### config.mk
export PLATFORM = sky130hd
export DESIGN_NAME = clock_victim_sel
export DESIGN_NICKNAME = d
export VERILOG_FILES = /design/src/rtl/clkvs_pkg.sv /design/src/rtl/refbit_ring.sv /design/src/rtl/hand_ring.sv /design/src/rtl/scan_fsm.sv /design/src/rtl/clock_victim_sel.sv
export SDC_FILE = /design/constraint.sdc
export NUM_CORES = 1
export LEC_CHECK = 0
export BUFFER_PORTS_ARGS = -buffer_cell sky130_fd_sc_hd__buf_2
export CORE_MARGIN = 2
export CORE_UTILIZATION = 30
export CTS_BUF_LIST = sky130_fd_sc_hd__clkbuf_2 sky130_fd_sc_hd__clkbuf_4 sky130_fd_sc_hd__clkbuf_8
export CTS_CLUSTER_DIAMETER = 120
export DETAILED_ROUTE_END_ITERATION = 6
export HOLD_SLACK_MARGIN = 0.1
export RECOVER_POWER = 25
export SYNTH_ARGS = -nofsm -noshare
export SYNTH_HDL_FRONTEND = slang
export SYNTH_SLANG_ARGS = --single-unit
### constraint.sdc
create_clock -name clk -period 1.66 [get_ports clk]
set_clock_uncertainty 0.1 [all_clocks]
set_input_delay 0.083 -clock clk [delete_from_list [all_inputs] [get_ports clk]]
set_output_delay 0.083 -clock clk [all_outputs]
set_load 0.02 [all_outputs]
### src/rtl/clkvs_pkg.sv
package clkvs_pkg;

  typedef enum logic {
    ST_IDLE = 1'b0,
    ST_SCAN = 1'b1
  } scan_st_e;

  // next position on a ring of n slots
  function automatic int ring_next(input int pos, input int n);
    return (pos + 1 >= n) ? 0 : pos + 1;
  endfunction

endpackage

### src/rtl/refbit_ring.sv
module refbit_ring #(
  parameter int N  = 8,
  parameter int IW = $clog2(N)
) (
  input  logic          clk,
  input  logic          rst_n,
  input  logic          ref_en,
  input  logic [IW-1:0] ref_idx,
  input  logic          pick_en,
  input  logic [IW-1:0] pick_idx,
  input  logic          clr_en,
  input  logic [IW-1:0] clr_idx,
  output logic [N-1:0]  bits_o
);

  logic [N-1:0] bits_q;

  for (genvar g = 0; g < N; g++) begin : g_bit
    logic hit_set, hit_clr;
    assign hit_set = (ref_en  && (int'(ref_idx)  == g)) ||
                     (pick_en && (int'(pick_idx) == g));
    assign hit_clr = clr_en && (int'(clr_idx) == g);

    always_ff @(posedge clk) begin
      if (!rst_n)       bits_q[g] <= 1'b0;
      else if (hit_set) bits_q[g] <= 1'b1;   // set dominates clear
      else if (hit_clr) bits_q[g] <= 1'b0;
    end
  end

  assign bits_o = bits_q;

  // a reference always leaves its frame marked
  assert_ref_sets_R6: assert property (@(posedge clk) disable iff (!rst_n)
    ref_en |=> bits_o[$past(ref_idx)]);

  // collision of reference and clear keeps the bit
  assert_ref_beats_clear_R7: assert property (@(posedge clk) disable iff (!rst_n)
    (ref_en && clr_en && ref_idx == clr_idx) |=> bits_o[$past(clr_idx)]);

endmodule

### src/rtl/hand_ring.sv
module hand_ring
  import clkvs_pkg::*;
#(
  parameter int N  = 8,
  parameter int IW = $clog2(N)
) (
  input  logic          clk,
  input  logic          rst_n,
  input  logic          adv,
  output logic [IW-1:0] hand_o
);

  logic [IW-1:0] hand_q;

  always_ff @(posedge clk) begin
    if (!rst_n)   hand_q <= '0;
    else if (adv) hand_q <= IW'(ring_next(int'(hand_q), N));
  end

  assign hand_o = hand_q;

  // hand only moves on a step
  assert_hand_hold_R3: assert property (@(posedge clk) disable iff (!rst_n)
    !adv |=> $stable(hand_o));

  assert_hand_range_R9: assert property (@(posedge clk) disable iff (!rst_n)
    int'(hand_o) < N);

endmodule

### src/rtl/scan_fsm.sv
module scan_fsm
  import clkvs_pkg::*;
#(
  parameter int N  = 8,
  parameter int IW = $clog2(N)
) (
  input  logic          clk,
  input  logic          rst_n,
  input  logic          req_i,
  output logic          ready_o,
  input  logic          cur_bit_i,
  input  logic [IW-1:0] hand_i,
  output logic          skip_o,
  output logic          pick_o,
  output logic          vic_valid_o,
  output logic [IW-1:0] vic_idx_o
);

  scan_st_e      st_q;
  logic          vic_valid_q;
  logic [IW-1:0] vic_idx_q;
  logic          accept;

  assign ready_o = (st_q == ST_IDLE);
  assign accept  = ready_o && req_i;
  assign skip_o  = (st_q == ST_SCAN) &&  cur_bit_i;
  assign pick_o  = (st_q == ST_SCAN) && !cur_bit_i;

  always_ff @(posedge clk) begin
    if (!rst_n) begin
      st_q        <= ST_IDLE;
      vic_valid_q <= 1'b0;
      vic_idx_q   <= '0;
    end else begin
      vic_valid_q <= pick_o;
      if (pick_o) begin
        vic_idx_q <= hand_i;
        st_q      <= ST_IDLE;
      end else if (accept) begin
        st_q      <= ST_SCAN;
      end
    end
  end

  assign vic_valid_o = vic_valid_q;
  assign vic_idx_o   = vic_idx_q;

  assert_busy_after_accept_R2: assert property (@(posedge clk) disable iff (!rst_n)
    accept |=> !ready_o);

  assert_single_pulse_R4: assert property (@(posedge clk) disable iff (!rst_n)
    vic_valid_o |=> !vic_valid_o);

  assert_ready_with_victim_R4: assert property (@(posedge clk) disable iff (!rst_n)
    vic_valid_o |-> ready_o);

endmodule

### src/rtl/clock_victim_sel.sv
module clock_victim_sel #(
  parameter int NUM_FRAMES = 8,
  localparam int IW = $clog2(NUM_FRAMES)
) (
  input  logic          clk,
  input  logic          rst_n,
  input  logic          req_valid,
  output logic          req_ready,
  input  logic          ref_strobe,
  input  logic [IW-1:0] ref_frame,
  output logic          victim_valid,
  output logic [IW-1:0] victim_frame
);

  localparam int CW = IW + 2;

  logic [NUM_FRAMES-1:0] ref_bits;
  logic [IW-1:0]         hand;
  logic                  evt_skip, evt_pick, evt_accept;
  logic                  cur_bit;

  assign cur_bit    = ref_bits[hand];
  assign evt_accept = req_valid && req_ready;

  refbit_ring #(.N(NUM_FRAMES), .IW(IW)) u_bits (
    .clk     (clk),
    .rst_n   (rst_n),
    .ref_en  (ref_strobe),
    .ref_idx (ref_frame),
    .pick_en (evt_pick),
    .pick_idx(hand),
    .clr_en  (evt_skip),
    .clr_idx (hand),
    .bits_o  (ref_bits)
  );

  hand_ring #(.N(NUM_FRAMES), .IW(IW)) u_hand (
    .clk   (clk),
    .rst_n (rst_n),
    .adv   (evt_skip || evt_pick),
    .hand_o(hand)
  );

  scan_fsm #(.N(NUM_FRAMES), .IW(IW)) u_fsm (
    .clk        (clk),
    .rst_n      (rst_n),
    .req_i      (req_valid),
    .ready_o    (req_ready),
    .cur_bit_i  (cur_bit),
    .hand_i     (hand),
    .skip_o     (evt_skip),
    .pick_o     (evt_pick),
    .vic_valid_o(victim_valid),
    .vic_idx_o  (victim_frame)
  );

  // search-length watch: skips since acceptance, and whether a reference disturbed it
  logic [CW-1:0] skip_cnt;
  logic          ref_seen;

  always_ff @(posedge clk) begin
    if (!rst_n) begin
      skip_cnt <= '0;
      ref_seen <= 1'b0;
    end else if (evt_accept) begin
      skip_cnt <= '0;
      ref_seen <= 1'b0;
    end else begin
      if (evt_skip)   skip_cnt <= skip_cnt + 1'b1;
      if (ref_strobe) ref_seen <= 1'b1;
    end
  end

  assert_skip_clears_R3: assert property (@(posedge clk) disable iff (!rst_n)
    (evt_skip && !(ref_strobe && ref_frame == hand)) |=> !ref_bits[$past(hand)]);

  assert_step_moves_R3: assert property (@(posedge clk) disable iff (!rst_n)
    (evt_skip || evt_pick) |=> (hand != $past(hand)));

  assert_victim_marked_R5: assert property (@(posedge clk) disable iff (!rst_n)
    evt_pick |=> ref_bits[$past(hand)]);

  assert_victim_index_R4: assert property (@(posedge clk) disable iff (!rst_n)
    evt_pick |=> (victim_valid && victim_frame == $past(hand)));

  assert_search_bound_R8: assert property (@(posedge clk) disable iff (!rst_n)
    (evt_pick && !ref_seen) |-> (int'(skip_cnt) <= NUM_FRAMES));

endmodule

==> summary.txt, run 1 <==
mean post-synth cell area: 9.55 um2
RSZ-0062 raised after global routing: yes
Initial Utilization: 0.308
TritonCTS clock tree: done
Final nets: 131
die area: 3550 um2
number of max-cap violations: 0
Synth area leader: dfxtp_1
minimum clock period after layout: 1710 ps
WP data required: 1780 ps
FILL cells: 319
die width: 59.6 um
Sequential cell area: 325 um2
Worst Path Arrival: 1830 ps
Worst setup EP type: register
drt initial violations: 30
Yosys Warn Count: 0
total gr overflow: 0
worst slew pin tran: 357 ps
via count: 780
First-pass DRT Iterations: 4
Area Growth Syn to Fin: 18.4%
status: finished with violations
clock slew at reported path FFs: 90 ps
Core Region: 3000 um2
cell count after synthesis: 97
pin count of the biggest net entering global routing: 20
Post-Syn Area: 926 um2
post-route setup TNS: -108 ps
Final Wtd Congestion: 0.797
final core utilization: 0.365
IO Pins: 12
final setup violation count: 3
clk sinks: 16
Netlist cell types: 25
DP Area: 1020 um2
proportion of layout cells with a drive suffix above 1: 0.233
Leak Pwr: 0.000446 uW
WHS: 142 ps
DR WL/cell: 13.6 um
first-pass GRT wire length: 3.38 mm
Synth area leaders: dfxtp_1 (35%), mux4_1 (8.5%), ha_1 (8.1%), a21oi_1 (6.5%), o21a_1 (6.5%)
Routed Wire Length: 2.02 mm
PortBufs: 11
design area: 1100 um2
die outline height: 59.6 um
GR Util All Layers: 0.127
Residual DRC: 0
Max Slew Vio Count: 0
fin crit share: 1.03
Peak VDD IR: 0.363 mV
vias per cell: 5.23
vias in the first global route: 757
FP Rows: 20
H-tree depth: 1
Worst Path Max Fanout: 5
flops & latches, synth: 16
net count after synthesis: 110
final hold vios: 0
startpoint types: register
failing checks: setup timing
Pwr Density: 750 nW/um2
clk buf depth: 2
sequential area share after synthesis: 0.346
worst skew pair latency: 290 ps
Setup Buffers After CTS: 0
Synth top area share: 0.346
Ant. Diodes: 0
slew margin rel.: 0.759
number of routed nets with antenna violations: 0
post-detail-place hpwl: 1.46 mm
Max Freq: 583 MHz
area of the multi-input gates: 552 um2
Setup CP Type: reg2reg
slack of the critical path: -54.6 ps
min-delay worst type: in2reg
root buf cell: clkbuf_4
number of antenna violations at the first check in global routing: 0
total CTS buffers: 3
==> final cells by class <==
class,count,share of cell area
well taps,33,0.0377
repair buffers,21,0.128
clock buffers,3,0.0205
inverters,4,0.0137
flip-flops and latches,16,0.297
multi-input cells,72,0.503
==> cell usage in the layout (no fill, tap or decap), types with 5 or more instances in the layout <==
cell type and instances:
buf_4 5, a21oi_1 10, dlygate4sd3_1 5, o21a_1 8
dfxtp_1 14, nor2_1 7, a31oi_1 5, ha_1 6
buf_2 9, nand2_1 9
==> critical path: stages (launching register included) <==
cell	delay [ps]
dfxtp_4	380
mux4_2	500
mux2_4	300
nor2_4	160
mux2i_1	210
==> registers in the layout, indices dropped and copies added (netlist names) <==
register and flops:
u_bits.bits_o 8, u_fsm.vic_idx_o 3, u_hand.hand_o 3, u_fsm.st_q 1
u_fsm.vic_valid_o 1
==> final timing paths <==
kind,from,to,slack (ps),cells past startpoint
setup / recovery,u_hand.hand_o[0],u_fsm.vic_idx_o[2],-50,4
setup reg to reg,u_hand.hand_o[0],u_fsm.vic_idx_o[2],-50,4
hold reg to reg,u_fsm.vic_idx_o[1],u_fsm.vic_idx_o[1],360,2
hold / removal,ref_strobe,u_bits.bits_o[2],140,4
==> synthesized netlist by cell type <==
cell / instances
dfxtp_1: 16
a21oi_1: 12
nand2_1: 9
o21a_1: 8
nor2_1: 7
ha_1: 6
a31oi_1: 5
inv_1: 4
and2_1: 3
buf_6: 3
mux2i_1: 3
mux4_1: 3
nand2b_1: 3
clkbuf_1: 2
nor2b_1: 2
nor3_1: 2
a21boi_0: 1
a311oi_1: 1
and3_1: 1
mux2_4: 1
mux4_2: 1
nor2_4: 1
o21ai_0: 1
o311ai_0: 1
xor2_1: 1
==> metrics by stage <==
stage	cells	power [uW]	worst slack [ps]
floorplan	97	562	-65.3
global placement	141	606	-28.9
detailed placement	141	609	-86.3
CTS	149	826	-58.0
global route	149	866	-112
finish	149	822	-54.6
==> cells by family (layout without fill, tap and decap cells) <==
kind of cell	after synthesis	count (layout)	synth area share
compound gates	29	29	0.196
simple gates	28	28	0.149
flops	16	16	0.346
buf+inv	9	28	0.0608
mux	8	8	0.158
fa+ha+maj	6	6	0.0811
xor+xnor	1	1	0.00946
==> per-layer routing <==
metal,global-route usage,vias to the layer above,part of all wire
met2,0.203,17,0.47
met5,0,-,0
met4,0.0571,0,0.029
met3,0.0262,6,0.030
met1,0.165,372,0.47
li1,-,385,-
==> what timing repair did <==
item | CTS | global route
hold buffers | 5 | 0
hold endpoints to repair | 11 | 0
setup endpoints to repair | 8 | 11
pin swaps | 1 | 0
resized for setup | 5 | 2
==> where the power goes <==
part           switching [uW]  internal (uW)  leakage, uW
registers                19.0            406     0.000132
logic                     100           92.1     0.000300
clock network             120           84.3    0.0000138
total                     240            582     0.000446
(Power assumes the default switching activity.)
==> inputs of run 2 (changes only) <==
- ABC_AREA: unset -> 1
==> summary.txt, run 2 <==
post-detail-place hpwl: 1.74 mm (+19%)
final hold vios: 0 (unchanged)
Sequential cell area: 322 um2 (-1.2%)
Slowest-stage cell, CP: clkbuf_2
final core utilization: 0.380 (+0.0152)
Synth top area share: 0.320 (-0.0259)
Area Growth Syn to Fin: 17.9%
status: finished, final reports clean
number of routed nets with antenna violations: 0 (unchanged)
crit-path leading delay family: buffers and inverters
Ant. Diodes: 0 (unchanged)
post-synthesis adder-cell area fraction: 0.0750 (-0.00608)
TritonCTS clock tree: done
worst skew pair latency: 290 ps (about the same)
DR WL/cell: 10.4 um (-23%)
pre-CTS setup slack: 199 ps (+286 ps)
Setup Buffers After CTS: 0 (unchanged)
RSZ-0062 raised after global routing: no
Reg2Reg Depth: 8 (+4)
WP data required: 1480 ps (-300 ps)
minimum clock period after layout: 1510 ps (-202 ps)
Leak Pwr: 0.000566 uW (+27%)
slew margin rel.: 0.753 (-0.00521)
Post-Synth Simple-Gate Area: 0.384 (+0.235)
pin count of the biggest net entering global routing: 21 (+5.0%)
Primary FF master, synth: dfxtp_1
via count: 987 (+27%)
commonest cells in the netlist: nand2_1 (35), inv_1 (30), dfxtp_1 (16)
proportion of layout cells with a drive suffix above 1: 0.146 (-0.0864)
largest family of logic cells by synthesized area: simple AND/OR/NAND/NOR gates
Final nets: 178 (+36%)
Residual DRC: 0 (unchanged)
IO Pins: 12 (unchanged)
Routed Wire Length: 2.17 mm (+7.2%)
Synth area leader: dfxtp_1
die outline height: 61.8 um (+3.7%)
Compound-Gate Fraction of Synth Area: 0.0850 (-0.111)
startpoint types: register
Worst Path Max Fanout: 20 (+15)
first-pass GRT wire length: 3.75 mm (+11%)
clk sinks: 16 (unchanged)
most common cell in the netlist: nand2_1
H-tree depth: 1 (unchanged)
Pwr Density: 835 nW/um2 (+11%)
path length in cells of the critical path: 3 (-1)
Yosys Warn Count: 0 (unchanged)
net count after synthesis: 160 (+45%)
First-pass DRT Iterations: 4 (unchanged)
mean post-synth cell area: 6.81 um2 (-29%)
number of antenna violations at the first check in global routing: 0 (unchanged)
vias in the first global route: 902 (+19%)
Placed Instances: 200 (+42%)
most frequent cells in the layout: nand2_1 (35), inv_1 (30), dfxtp_1 (15)
cell count after synthesis: 147 (+52%)
mux share of post-synthesis cell area: 0 (-0.158)
FP Rows: 20 (unchanged)
Post-Syn Area: 1000 um2 (+8.1%)
die area: 3810 um2 (+7.5%)
clk buf depth: 2 (unchanged)
Max Slew Vio Count: 0 (unchanged)
area of the multi-input gates: 544 um2 (-1.4%)
slowest stage delay, CP: 330 ps (-170 ps)
PortBufs: 11 (unchanged)
Peak VDD IR: 0.421 mV (+16%)
number of synthesized flops with an enable pin: 0 (unchanged)
fin crit share: 0.911 (-0.122)
Core Region: 3100 um2 (+3.3%)
number of max-cap violations: 0 (unchanged)
Max Freq: 661 MHz (+13%)
die width: 61.8 um (+3.7%)
FILL cells: 354 (+11%)
clock slew at reported path FFs: 100 ps (about the same)
Final Wtd Congestion: 0.848 (+6.5%)
xor/xnor share of the synthesized area: 0 (-0.00946)
total gr overflow: 0 (unchanged)
Worst Path Arrival: 1330 ps (-500 ps)
Netlist cell types: 19 (-24%)
Largest register FFs: 8 (unchanged)
ys async rst share: 0 (unchanged)
Buf/Inv on CP: 3 (+3)
Worst setup EP type: output pin
GR Util All Layers: 0.136 (+0.00899)
Initial Utilization: 0.323 (+0.0142)
post-route setup TNS: 0 ps (+108 ps)
commonest non-fill, non-tap cell in the layout: nand2_1
worst slew pin tran: 370 ps (+12.4 ps)
drt initial violations: 22 (-27%)
Post-Layout Cell Count: 208 (+40%)
total CTS buffers: 3 (unchanged)
vias per cell: 4.75 (-9.4%)
Synth area leaders: dfxtp_1 (32%), nand2_1 (13%), inv_1 (11%), ha_1 (7.5%), nand4_1 (6.9%)
flops & latches, synth: 16 (unchanged)
min-delay worst type: in2reg
final setup violation count: 0 (-3)
sequential area share after synthesis: 0.320 (-0.0259)
Setup CP Type: reg2out
root buf cell: clkbuf_4
slack of the critical path: 147 ps (+202 ps)
crit-path cells: clkbuf_2 -> inv_1 -> buf_2
cell count of the worst hold path: 6 (+2)
## run 2: kinds of logic (layout without fill, tap and decap cells)
family                   count (synthesis)  after routing
flip-flops                              16             16
AND/OR/NAND/NOR                         74             74
adder cells (fa/ha/maj)                  6              6
buffers and inverters                   36             53
AO/OA/AOI/OAI                           15             15
## run 2: what timing repair did
| item | in CTS | in global routing |
|---|---|---|
| hold buffers | 4 | 0 |
| endpoints found under the setup margin | 0 | 1 |
| hold endpoints to repair | 10 | 0 |
| resized for setup | 0 | 1 |
## run 2: final cells by class
class                           instances  area share
Clock buffer                            4      0.0308
Inverter                               32       0.102
Timing Repair Buffer                   17      0.0870
Multi-Input combinational cell         95       0.461
Sequential cell                        16       0.273
Tap cell                               44      0.0467
## run 2: per-layer routing
layer	wire (um)	vias to the layer above	global-route usage
met2	1080	32	0.233
met1	967	447	0.165
li1	-	501	-
met5	0	-	0
met4	47	0	0.0638
met3	76	7	0.0248
## run 2: power by group
part,internal [uW],switching [uW]
clock,134,128
sequential,414,22.7
combinational,95.7,192
## run 2: final timing paths
kind                         start               end  slack [ps]
setup / recovery        u_fsm.st_q         req_ready         150
hold / removal        ref_frame[1]  u_bits.bits_o[5]         120
setup reg to reg  u_hand.hand_o[1]  u_bits.bits_o[0]         210
hold reg to reg   u_bits.bits_o[7]  u_bits.bits_o[7]         380
## run 2: tightest hold or removal path: cells and delay by family
| family | cells | cell delay [ps] |
|---|---|---|
| buffers and inverters | 2 | 140 |
| and+or+nand+nor | 4 | 260 |
## run 2: per-stage QoR
step	power, uW	hold WS, ps	instance area [um2]
after CTS	1000	115	1190
after global placement	720	212	1110
after floorplan	658	121	1000
after detailed placement	727	233	1110
final	985	123	1180
after global routing	1060	156	1180
